### src/rtl/regcoal_pkg.sv
package regcoal_pkg;

  localparam int DW = 32;

  typedef enum logic [3:0] {
    OP_RD_WORD, OP_RD_LANE, OP_RD_TM, OP_RD_BLK,
    OP_WR_WORD, OP_WR_RMW, OP_WR_TM, OP_WR_BLK, OP_WR_CMD
  } op_e;

  typedef enum logic [2:0] {
    S_IDLE, S_RD, S_FLUSH, S_WR, S_ACK
  } st_e;

  function automatic logic [4:0] lane_shift(input logic [1:0] lo);
    return {lo, 3'b000};
  endfunction

  function automatic logic [DW-1:0] lane_width_mask(input logic half);
    return half ? 32'h0000_FFFF : 32'h0000_00FF;
  endfunction

  function automatic logic [DW-1:0] lane_merge(input logic [DW-1:0] old,
                                               input logic [DW-1:0] data,
                                               input logic [1:0] lo,
                                               input logic half);
    logic [DW-1:0] m;
    m = lane_width_mask(half);
    return (old & ~(m << lane_shift(lo))) | ((data & m) << lane_shift(lo));
  endfunction

  function automatic logic [DW-1:0] lane_extract(input logic [DW-1:0] word,
                                                 input logic [1:0] lo,
                                                 input logic half);
    return (word >> lane_shift(lo)) & lane_width_mask(half);
  endfunction

endpackage

### src/rtl/regcoal_decode.sv
module regcoal_decode
  import regcoal_pkg::*;
#(
  parameter int AW = 8,
  parameter logic [AW-1:0] BLK_SIZE_OFS  = 'h04,
  parameter logic [AW-1:0] BLK_CNT_OFS   = 'h06,
  parameter logic [AW-1:0] XFER_MODE_OFS = 'h0C,
  parameter logic [AW-1:0] CMD_OFS       = 'h0E
) (
  input  logic          we,
  input  logic [AW-1:0] addr,
  input  logic [1:0]    size,
  output op_e           op
);

  logic is_half, is_word, hit_tm, hit_blk, hit_cmd;

  always_comb begin
    is_half = (size == 2'd1);
    is_word = size[1];
    hit_tm  = (addr == XFER_MODE_OFS);
    hit_blk = (addr == BLK_SIZE_OFS) || (addr == BLK_CNT_OFS);
    hit_cmd = (addr == CMD_OFS);
    if (is_word)               op = we ? OP_WR_WORD : OP_RD_WORD;
    else if (is_half && we) begin
      if (hit_tm)              op = OP_WR_TM;
      else if (hit_blk)        op = OP_WR_BLK;
      else if (hit_cmd)        op = OP_WR_CMD;
      else                     op = OP_WR_RMW;
    end else if (is_half) begin
      if (hit_tm)              op = OP_RD_TM;
      else if (hit_blk)        op = OP_RD_BLK;
      else                     op = OP_RD_LANE;
    end else                   op = we ? OP_WR_RMW : OP_RD_LANE;
  end

endmodule

### src/rtl/regcoal_shadow.sv
module regcoal_shadow
  import regcoal_pkg::*;
(
  input  logic          clk,
  input  logic          rst_n,
  input  logic          cmd_load,
  input  logic [DW-1:0] cmd_val,
  input  logic          cmd_clr,
  input  logic          blk_load,
  input  logic [DW-1:0] blk_val,
  input  logic          blk_clr,
  output logic [DW-1:0] cmd_word,
  output logic          cmd_pend,
  output logic [DW-1:0] blk_word,
  output logic          blk_pend
);

  always_ff @(posedge clk) begin
    if (!rst_n) begin
      cmd_word <= '0;
      cmd_pend <= 1'b0;
      blk_word <= '0;
      blk_pend <= 1'b0;
    end else begin
      if (cmd_load) begin
        cmd_word <= cmd_val;
        cmd_pend <= 1'b1;
      end else if (cmd_clr) begin
        cmd_pend <= 1'b0;
      end
      if (blk_load) begin
        blk_word <= blk_val;
        blk_pend <= 1'b1;
      end else if (blk_clr) begin
        blk_pend <= 1'b0;
      end
    end
  end

  // a transfer-mode store leaves the command shadow pending with the merged word
  a_r4_tm_store_pends: assert property (@(posedge clk) disable iff (!rst_n)
    cmd_load |=> cmd_pend && cmd_word == $past(cmd_val));
  // a block store leaves the block shadow pending with the merged word
  a_r5_blk_store_pends: assert property (@(posedge clk) disable iff (!rst_n)
    blk_load |=> blk_pend && blk_word == $past(blk_val));
  // issuing a command retires the command shadow, flushing retires the block shadow
  a_r6_cmd_retires: assert property (@(posedge clk) disable iff (!rst_n)
    cmd_clr |=> !cmd_pend);
  a_r6_flush_retires: assert property (@(posedge clk) disable iff (!rst_n)
    blk_clr |=> !blk_pend);
  // a flush never coincides with a new store into the same shadow
  a_r6_no_clash: assert property (@(posedge clk) disable iff (!rst_n)
    !(blk_load && blk_clr) && !(cmd_load && cmd_clr));

endmodule

### src/rtl/regcoal_seq.sv
module regcoal_seq
  import regcoal_pkg::*;
#(
  parameter int AW = 8,
  parameter logic [AW-1:0] BLK_SIZE_OFS = 'h04
) (
  input  logic          clk,
  input  logic          rst_n,
  input  logic          up_req,
  input  logic [AW-1:0] up_addr,
  input  logic [1:0]    up_size,
  input  logic [DW-1:0] up_wdata,
  input  op_e           op_in,
  output logic          up_ack,
  output logic [DW-1:0] up_rdata,
  output logic          dn_req,
  output logic          dn_we,
  output logic [AW-1:0] dn_addr,
  output logic [DW-1:0] dn_wdata,
  input  logic          dn_ack,
  input  logic [DW-1:0] dn_rdata,
  input  logic [DW-1:0] cmd_word,
  input  logic          cmd_pend,
  input  logic [DW-1:0] blk_word,
  input  logic          blk_pend,
  output logic          cmd_load,
  output logic [DW-1:0] cmd_val,
  output logic          cmd_clr,
  output logic          blk_load,
  output logic [DW-1:0] blk_val,
  output logic          blk_clr
);

  localparam logic [AW-1:0] BLK_DW_ADDR = {BLK_SIZE_OFS[AW-1:2], 2'b00};

  st_e           st;
  op_e           op_q;
  logic [AW-1:0] addr_q;
  logic          half_q;
  logic [DW-1:0] wdata_q;
  logic [DW-1:0] data_q;

  // named internal events
  logic ev_accept, ev_dn_done, in_idle;
  assign in_idle    = (st == S_IDLE);
  assign ev_accept  = in_idle && up_req;
  assign ev_dn_done = dn_req && dn_ack;

  always_ff @(posedge clk) begin
    if (!rst_n) begin
      st      <= S_IDLE;
      op_q    <= OP_RD_WORD;
      addr_q  <= '0;
      half_q  <= 1'b0;
      wdata_q <= '0;
      data_q  <= '0;
    end else begin
      case (st)
        S_IDLE: if (up_req) begin
          op_q    <= op_in;
          addr_q  <= up_addr;
          half_q  <= (up_size == 2'd1);
          wdata_q <= up_wdata;
          case (op_in)
            OP_WR_WORD: begin
              data_q <= up_wdata;
              st     <= S_WR;
            end
            OP_RD_TM: if (cmd_pend) begin
              data_q <= lane_extract(cmd_word, up_addr[1:0], 1'b1);
              st     <= S_ACK;
            end else st <= S_RD;
            OP_RD_BLK: if (blk_pend) begin
              data_q <= lane_extract(blk_word, up_addr[1:0], 1'b1);
              st     <= S_ACK;
            end else st <= S_RD;
            OP_WR_BLK: st <= blk_pend ? S_ACK : S_RD;
            OP_WR_CMD: begin
              data_q <= lane_merge(cmd_word, up_wdata, up_addr[1:0], 1'b1);
              st     <= blk_pend ? S_FLUSH : S_WR;
            end
            default: st <= S_RD;
          endcase
        end
        S_RD: if (dn_ack) begin
          case (op_q)
            OP_RD_WORD: begin
              data_q <= dn_rdata;
              st     <= S_ACK;
            end
            OP_WR_RMW: begin
              data_q <= lane_merge(dn_rdata, wdata_q, addr_q[1:0], half_q);
              st     <= S_WR;
            end
            OP_WR_TM, OP_WR_BLK: st <= S_ACK;
            default: begin
              data_q <= lane_extract(dn_rdata, addr_q[1:0], half_q);
              st     <= S_ACK;
            end
          endcase
        end
        S_FLUSH: if (dn_ack) st <= S_WR;
        S_WR:    if (dn_ack) st <= S_ACK;
        S_ACK:   st <= S_IDLE;
        default: st <= S_IDLE;
      endcase
    end
  end

  // shadow control
  always_comb begin
    blk_load = (ev_accept && op_in == OP_WR_BLK && blk_pend) ||
               (st == S_RD && dn_ack && op_q == OP_WR_BLK);
    blk_val  = lane_merge(in_idle ? blk_word : dn_rdata,
                          in_idle ? up_wdata : wdata_q,
                          in_idle ? up_addr[1:0] : addr_q[1:0], 1'b1);
    cmd_load = (st == S_RD) && dn_ack && (op_q == OP_WR_TM);
    cmd_val  = lane_merge(dn_rdata, wdata_q, addr_q[1:0], 1'b1);
    blk_clr  = (st == S_FLUSH) && dn_ack;
    cmd_clr  = (st == S_WR) && dn_ack && (op_q == OP_WR_CMD);
  end

  // ports
  always_comb begin
    dn_req   = (st == S_RD) || (st == S_FLUSH) || (st == S_WR);
    dn_we    = (st != S_RD);
    dn_addr  = (st == S_FLUSH) ? BLK_DW_ADDR : {addr_q[AW-1:2], 2'b00};
    dn_wdata = (st == S_FLUSH) ? blk_word : data_q;
    up_ack   = (st == S_ACK);
    up_rdata = data_q;
  end

  // the upstream acknowledge is a single-cycle pulse
  a_r10_ack_pulse: assert property (@(posedge clk) disable iff (!rst_n)
    up_ack |=> !up_ack);
  // a downstream request holds steady until acknowledged
  a_r10_dn_hold: assert property (@(posedge clk) disable iff (!rst_n)
    dn_req && !dn_ack |=> dn_req && $stable(dn_addr) && $stable(dn_we) && $stable(dn_wdata));
  // no new request is taken while a downstream access is outstanding
  a_r10_one_at_a_time: assert property (@(posedge clk) disable iff (!rst_n)
    dn_req |-> !ev_accept);
  // the command dword is written only after any pending block flush
  a_r6_flush_first: assert property (@(posedge clk) disable iff (!rst_n)
    (st == S_WR && op_q == OP_WR_CMD) |-> !blk_pend);
  // deferred half writes never reach the register file as writes
  a_r4_r5_no_dn_write: assert property (@(posedge clk) disable iff (!rst_n)
    (dn_req && dn_we) |-> (op_q != OP_WR_TM && op_q != OP_WR_BLK));
  // a pending shadow is read without a downstream access
  a_r7_shadow_read_local: assert property (@(posedge clk) disable iff (!rst_n)
    (st == S_RD) |-> !((op_q == OP_RD_TM && cmd_pend) || (op_q == OP_RD_BLK && blk_pend)));
  // downstream address is dword aligned
  a_r1_aligned: assert property (@(posedge clk) disable iff (!rst_n)
    dn_req |-> dn_addr[1:0] == 2'b00);

endmodule

### src/rtl/regcoal_top.sv
module regcoal_top
  import regcoal_pkg::*;
#(
  parameter int AW = 8,
  parameter logic [AW-1:0] BLK_SIZE_OFS  = 'h04,
  parameter logic [AW-1:0] BLK_CNT_OFS   = 'h06,
  parameter logic [AW-1:0] XFER_MODE_OFS = 'h0C,
  parameter logic [AW-1:0] CMD_OFS       = 'h0E
) (
  input  logic          clk,
  input  logic          rst_n,
  input  logic          up_req,
  input  logic          up_we,
  input  logic [AW-1:0] up_addr,
  input  logic [1:0]    up_size,
  input  logic [31:0]   up_wdata,
  output logic          up_ack,
  output logic [31:0]   up_rdata,
  output logic          dn_req,
  output logic          dn_we,
  output logic [AW-1:0] dn_addr,
  output logic [31:0]   dn_wdata,
  input  logic          dn_ack,
  input  logic [31:0]   dn_rdata
);

  op_e           op_in;
  logic [DW-1:0] cmd_word, blk_word, cmd_val, blk_val;
  logic          cmd_pend, blk_pend, cmd_load, cmd_clr, blk_load, blk_clr;

  regcoal_decode #(
    .AW(AW), .BLK_SIZE_OFS(BLK_SIZE_OFS), .BLK_CNT_OFS(BLK_CNT_OFS),
    .XFER_MODE_OFS(XFER_MODE_OFS), .CMD_OFS(CMD_OFS)
  ) u_decode (
    .we(up_we), .addr(up_addr), .size(up_size), .op(op_in)
  );

  regcoal_shadow u_shadow (
    .clk(clk), .rst_n(rst_n),
    .cmd_load(cmd_load), .cmd_val(cmd_val), .cmd_clr(cmd_clr),
    .blk_load(blk_load), .blk_val(blk_val), .blk_clr(blk_clr),
    .cmd_word(cmd_word), .cmd_pend(cmd_pend),
    .blk_word(blk_word), .blk_pend(blk_pend)
  );

  regcoal_seq #(.AW(AW), .BLK_SIZE_OFS(BLK_SIZE_OFS)) u_seq (
    .clk(clk), .rst_n(rst_n),
    .up_req(up_req), .up_addr(up_addr), .up_size(up_size), .up_wdata(up_wdata),
    .op_in(op_in), .up_ack(up_ack), .up_rdata(up_rdata),
    .dn_req(dn_req), .dn_we(dn_we), .dn_addr(dn_addr), .dn_wdata(dn_wdata),
    .dn_ack(dn_ack), .dn_rdata(dn_rdata),
    .cmd_word(cmd_word), .cmd_pend(cmd_pend), .blk_word(blk_word), .blk_pend(blk_pend),
    .cmd_load(cmd_load), .cmd_val(cmd_val), .cmd_clr(cmd_clr),
    .blk_load(blk_load), .blk_val(blk_val), .blk_clr(blk_clr)
  );

  // the shadows start out empty after reset
  a_r9_reset_empty: assert property (@(posedge clk)
    $rose(rst_n) |-> !cmd_pend && !blk_pend && cmd_word == '0 && blk_word == '0);

endmodule

### config.mk
export PLATFORM = sky130hd
export DESIGN_NAME = regcoal_top
export DESIGN_NICKNAME = d
export VERILOG_FILES = /design/src/rtl/regcoal_pkg.sv /design/src/rtl/regcoal_decode.sv /design/src/rtl/regcoal_shadow.sv /design/src/rtl/regcoal_seq.sv /design/src/rtl/regcoal_top.sv
export SDC_FILE = /design/constraint.sdc
export NUM_CORES = 1
export LEC_CHECK = 0
export BUFFER_PORTS_ARGS = -buffer_cell sky130_fd_sc_hd__buf_2
export CELL_PAD_IN_SITES_DETAIL_PLACEMENT = 1
export CELL_PAD_IN_SITES_GLOBAL_PLACEMENT = 1
export CORE_MARGIN = 2
export CORE_UTILIZATION = 38
export CTS_CLUSTER_DIAMETER = 100
export CTS_CLUSTER_SIZE = 30
export DETAILED_ROUTE_END_ITERATION = 7
export PLACE_DENSITY_LB_ADDON = 0.25
export SYNTH_ARGS = -nofsm -noshare
export SYNTH_HDL_FRONTEND = slang
export SYNTH_SLANG_ARGS = --single-unit
### constraint.sdc
create_clock -name clk -period 2.9 [get_ports clk]
set_input_delay 0.58 -clock clk [delete_from_list [all_inputs] [get_ports clk]]
set_output_delay 0.58 -clock clk [all_outputs]
set_load 0.005 [all_outputs]
# ---- After elaboration in Yosys (flattened, before gate mapping)
# Index checks and enable logic that the tools add are counted.
dict set report totals {
  elab_cells 123
  in_bits 79
  reg_bits 146
  out_inout_bits 75
}
dict set report classes {
  n_eq_ne 27
  bitwise 14
  muxes 37
  n_reduce_logical 24
  n_shift 11
}
# op n
set op_table {}
lappend op_table {{$mux 32} 6}
lappend op_table {{$and 32x32->32} 5}
lappend op_table {{$not 32->32} 4}
lappend op_table {{$or 32x32->32} 4}
lappend op_table {{$pmux 32 s4} 1}
lappend op_table {{$shl 16x5->32} 4}
lappend op_table {{$pmux 32 s3} 1}
lappend op_table {{$shl 16x5->32 const A} 3}
lappend op_table {{$pmux 32 s2} 1}
lappend op_table {{$shr 32x5->16} 2}
lappend op_table {{$and 32x16->32} 1}
lappend op_table {{$mux 16} 2}
lappend op_table {{$shl 32x5->32} 1}
lappend op_table {{$shr 32x5->32} 1}
lappend op_table {{$mux 4} 7}
lappend op_table {{$mux 3} 9}
lappend op_table {{$pmux 3 s4} 2}
lappend op_table {{$eq 4x3->1 const B} 5}
lappend op_table {{$eq 8x3->1 const B} 2}
lappend op_table {{$eq 8x4->1 const B} 2}
lappend op_table {{$logic_and 1x1->1} 10}
lappend op_table {{$ne 2x2->1 const B} 5}
lappend op_table {{$eq 4x2->1 const B} 2}
lappend op_table {{$eq 4x4->1 const B} 2}
lappend op_table {{other kinds (18)} 31}

# ---- Depth between registers and ports, before layout
dict set report depth {
  depth_word 12
  ltp_mapped 13
  depth_no_buf 9
}

# ---- By module
# Synthesis repeated with hierarchy kept, for this count alone.
dict set report hier_totals {
  hier_cells 1174
  hier_area_um2 9530.4
}
# mod seq_area_each_um2 cells_per_inst area_per_inst_um2 n_inst
set by_module_without_submodules {}
lappend by_module_without_submodules {regcoal_seq 1281.2 952 6881.6 1}
lappend by_module_without_submodules {regcoal_shadow 1321.3 213 2565.0 1}
lappend by_module_without_submodules {regcoal_decode 0.0 9 83.8 1}

# ---- Worst setup path before layout
# No wires, ideal clock.
dict set report synth_path {
  path_type {input port to flip-flop}
  from {input port up_addr[0]}
  to {register u_seq.data_q[10] (netlist: u_seq.up_rdata[10])}
  arrival_ns 2.735
  setup_slack_ns 0.069
  required_time_ns 2.804
  setup_ns 0.096
  stages 10
  path_buffers 1
  path_cell_list {buf_8 > clkinv_1 > ha_1 > or2b_2 > and2_4 > or4_4 > or3_1 > o21ai_1 > a31oi_1 > o41ai_2}
}
dict set report synth_via {
  elab_chain_cells 11
  elab_cells_between_ends 33
  classes_between {eq/ne: 11; shift: 4; mux: 13; bitwise: 3; reduce/logical: 2}
}
# element line_no
set synth_lines {}
lappend synth_lines {{start, declared} regcoal_top.sv:14} ;# input logic [AW-1:0] up_addr,
lappend synth_lines {{$eq 8x3->1} regcoal_decode.sv:22} ;# hit_blk = (addr == BLK_SIZE_OFS) || (addr == BLK_CNT_OFS);
lappend synth_lines {{$logic_or 1x1->1} regcoal_decode.sv:22}
lappend synth_lines {{$mux 2} regcoal_decode.sv:32} ;# else if (hit_blk) op = OP_RD_BLK;
lappend synth_lines {{$mux 4} regcoal_decode.sv:31} ;# if (hit_tm) op = OP_RD_TM;
lappend synth_lines {{$mux 4} regcoal_decode.sv:30} ;# end else if (is_half) begin
lappend synth_lines {{$mux 4} regcoal_decode.sv:25} ;# else if (is_half && we) begin
lappend synth_lines {{$mux 4} regcoal_decode.sv:24} ;# if (is_word) op = we ? OP_WR_WORD : OP_RD_WORD;
lappend synth_lines {{$eq 4x4->1 (tied with other cells)} regcoal_seq.sv:64} ;# case (op_in)
lappend synth_lines {{$pmux 32 s4} regcoal_seq.sv:64}
lappend synth_lines {{$mux 32} regcoal_seq.sv:59} ;# S_IDLE: if (up_req) begin
lappend synth_lines {{$pmux 32 s2} regcoal_seq.sv:58} ;# case (st)
lappend synth_lines {{end signal, assigned} regcoal_seq.sv:66} ;# data_q <= up_wdata;
lappend synth_lines {{end signal, assigned} regcoal_seq.sv:70} ;# data_q <= lane_extract(cmd_word, up_addr[1:0], 1'b1);
lappend synth_lines {{end signal, assigned} regcoal_seq.sv:74} ;# data_q <= lane_extract(blk_word, up_addr[1:0], 1'b1);
lappend synth_lines {{end, declared} regcoal_seq.sv:41} ;# logic [DW-1:0] data_q;
# Parallel ways exist; a longest one is shown, timed or not. The select of a mux whose other input is x is not followed.
# A chain may end at the register's enable or synchronous reset.

# ---- Final worst setup path
dict set report layout_path {
  from {register u_seq.st[0]}
  to {register u_shadow.blk_word[16]}
}
dict set report layout_via {
  elab_chain_cells 6
  elab_cells_between_ends 16
  classes_between {eq/ne: 1; shift: 2; mux: 3; bitwise: 3; reduce/logical: 7}
}
# element line_no
set layout_lines {}
lappend layout_lines {{start, declared} regcoal_seq.sv:36} ;# st_e st;
lappend layout_lines {{start signal, assigned} regcoal_seq.sv:77} ;# OP_WR_BLK: st <= blk_pend ? S_ACK : S_RD;
lappend layout_lines {{start signal, assigned} regcoal_seq.sv:80} ;# st <= blk_pend ? S_FLUSH : S_WR;
lappend layout_lines {{$logic_not 3->1} regcoal_seq.sv:45} ;# assign in_idle = (st == S_IDLE);
lappend layout_lines {{$mux 2} regcoal_seq.sv:116} ;# in_idle ? up_addr[1:0] : addr_q[1:0], 1'b1);
lappend layout_lines {{$shl 16x5->32} regcoal_pkg.sv:28} ;# return (old & ~(m << lane_shift(lo))) | ((data & m) << lane_shift(lo));
lappend layout_lines {{$not 32->32} regcoal_pkg.sv:28}
lappend layout_lines {{$and 32x32->32} regcoal_pkg.sv:28}
lappend layout_lines {{$or 32x32->32} regcoal_pkg.sv:28}
lappend layout_lines {{end signal, assigned} regcoal_shadow.sv:32} ;# blk_word <= blk_val;
lappend layout_lines {{end, declared} regcoal_shadow.sv:14} ;# output logic [DW-1:0] blk_word,
# Parallel ways exist; a longest one is shown, timed or not.

==> run summary <==
CP most frequent cell - nor3_1
Number of global-route vias before repair - 10761
Max incr delay on CP - 0.74 ns
Seq/Total Area, Yosys - 27.44%
Crit start category - flop
Status - finished, final reports clean
Largest net degree at the start of global routing - 70
Pwr dens - 774.1 nW/um2
# DRC - 0
Via count - 11173
Post-route ant nets - 0
Final instance area - 11910 um2
Commonest non-fill, non-tap cells in the layout - nand2_1, buf_2, a21oi_1
Min-Delay Path Class - input port to flop
CTS tree - done
Die span in y - 162.0 um
CTS Buffer Depth - 2
Core Box Area - 24390 um2
Worst VDD drop - 0.3101 mV
Clock Skew - 0.01295 ns
Setup_tns - 0 ns
Die width - 162.0 um
Antenna violations before repair - 2
Hold buffers post-CTS - 0
Number of diodes - 0
GRT overflow - 0
Max-cap violations - 0
NumNets Final - 1480
Yosys Warn Count - 0
CP required - 3.20 ns
Tcrit/Tclk final - 96.29%
Final hold viol count - 0
Post-DP Area - 11250 um2
First-pass GRT wire length - 74.26 mm
CTS Sinks - 130
Synth Register Bits - 130
Pwr Total - 9.217 mW
Post-synth EDFFs - 0
Crit path DAT - 3.09 ns
Full die area - 26240 um2
Ys flop type - dfxtp_1
Syn Inst Count - 1204
CP max FO - 20
# IOs - 154
Crit-path slowest cell - mux2i_1
Commonest non-fill, non-tap cell in the layout - nand2_1
TritonRoute pass-1 iters - 6
Final design utilization - 48.82%
Num rows - 57
Relative slew slack - 41.99%
DR iter-0 viols - 1582
Setup CP Type - flop to flop
Area Growth Syn to Fin - 25.55%
Layout cells sized above 1 - 27.87%
# H-tree levels - 4
WL/cell - 29.47 um
Slew @ Worst Pin - 0.8459 ns
Post-synthesis cell type count - 78
Crit path time final - 2.793 ns
Final setup fails - 0
Vias per Instance - 6.443
Ys async rst share - 0%
GRT Util Overall - 38.93%
Clk slew on worst S/H paths - 0.07 ns
Peak Freq - 358.1 MHz
R2r setup slk - 0.11 ns
Max-slew violation count - 0
I/O Buffers - 151
Routed WL - 51.10 mm
Worst setup EP type - flop
CTS root buffer - clkbuf_16
Placer Congestion - 1.019
Worst-Skew Late Latency - 0.44 ns
Netlist Area Pre-Place - 9484 um2
Crit-path cells - nor3_4 > buf_12 > mux2i_1 > o22ai_1 > nor3_1 > nor3_1
LEAKAGE - 4.692 nW
RSZ-0062 raised after global routing - no
Initial Utilization - 38.88%
Syn_area_per_cell - 7.877 um2
CTS buffer count - 17
DP HPWL - 39.31 mm
==> cell families after synthesis <==
logic type,share of synthesized area (%)
xor+xnor,0.09237
buf+inv,7.111
simple gates,19.27
fa+ha+maj,0.5277
mux,15.11
compound gates,30.41
flops,27.44
other cells,0.03954
==> per-stage QoR <==
stage | hold slack, ns | cells | worst slack, ns
2_1_floorplan | 0.4316 | 1205 | 0.06943
3_3_place_gp | 0.4401 | 1701 | -0.1916
3_5_place_dp | 0.4453 | 1701 | -0.2241
4_1_cts | 0.4122 | 1733 | 0.09333
5_1_grt | 0.4224 | 1734 | 0.04887
6_report | 0.4166 | 1734 | 0.1075
==> cell type report <==
| cell class | instances | area [um2] |
|---|---|---|
| clock inverters | 12 | 205.2 |
| inverters | 21 | 81.33 |
| flip-flops and latches | 130 | 2604 |
| multi-input cells | 944 | 6256 |
| clock buffers | 20 | 446.7 |
| repair buffers | 283 | 1909 |
| well taps | 324 | 405.4 |
| fillers | 3076 | 12480 |
==> where the power goes <==
group	switching, mW	leakage, nW	internal [mW]
clock	0.937	0.311	1.55
sequential	0.283	1.05	2.00
combinational	2.72	3.33	1.72
==> worst max-delay path, delay by kind of cell, from the launching register on <==
kind / cells / cell delay [ns]
buffers and inverters: 1 / 0.27
flip-flops: 1 / 0.47
AND/OR/NAND/NOR: 3 / 0.98
AO/OA/AOI/OAI: 1 / 0.18
multiplexers: 1 / 0.74
==> synthesized netlist by cell type (18+ instances only) <==
master	count	area [um2]
a211oi_1	40	300.3
a21oi_1	140	700.7
a221oi_1	42	367.9
a22oi_1	25	187.7
clkbuf_1	61	229.0
dfxtp_1	130	2603
mux2_2	35	394.1
mux2i_1	79	790.8
nand2_1	170	638.1
nor2_1	93	349.1
nor2b_1	19	118.9
nor3_1	36	180.2
o211ai_1	26	195.2
o21ai_0	38	190.2
o22ai_1	18	112.6
==> timing repair <==
item	CTS	global route
endpoints found under the setup margin	32	13
hold endpoints to repair	0	0
setup buffers	0	1
gates resized for setup	1	0
==> metal layers <==
| metal | up-vias | global-route usage [%] | part of all wire [%] |
|---|---|---|---|
| li1 | 4926 | - | - |
| met1 | 5422 | 53.65 | 42 |
| met2 | 688 | 56.63 | 41 |
| met3 | 135 | 12.92 | 13 |
| met4 | 2 | 13.88 | 4.3 |
| met5 | - | 0 | 0.018 |
==> path summary, 6_finish.rpt <==
check                  startpoint                    end  cells after the start
hold reg to reg   u_seq.addr_q[7]        u_seq.addr_q[7]                      2
setup reg to reg      u_seq.st[0]  u_shadow.blk_word[16]                      6
setup / recovery      u_seq.st[0]  u_shadow.blk_word[16]                      6
hold / removal         up_addr[5]        u_seq.addr_q[5]                      3
Power figures use the tool's default switching activity.
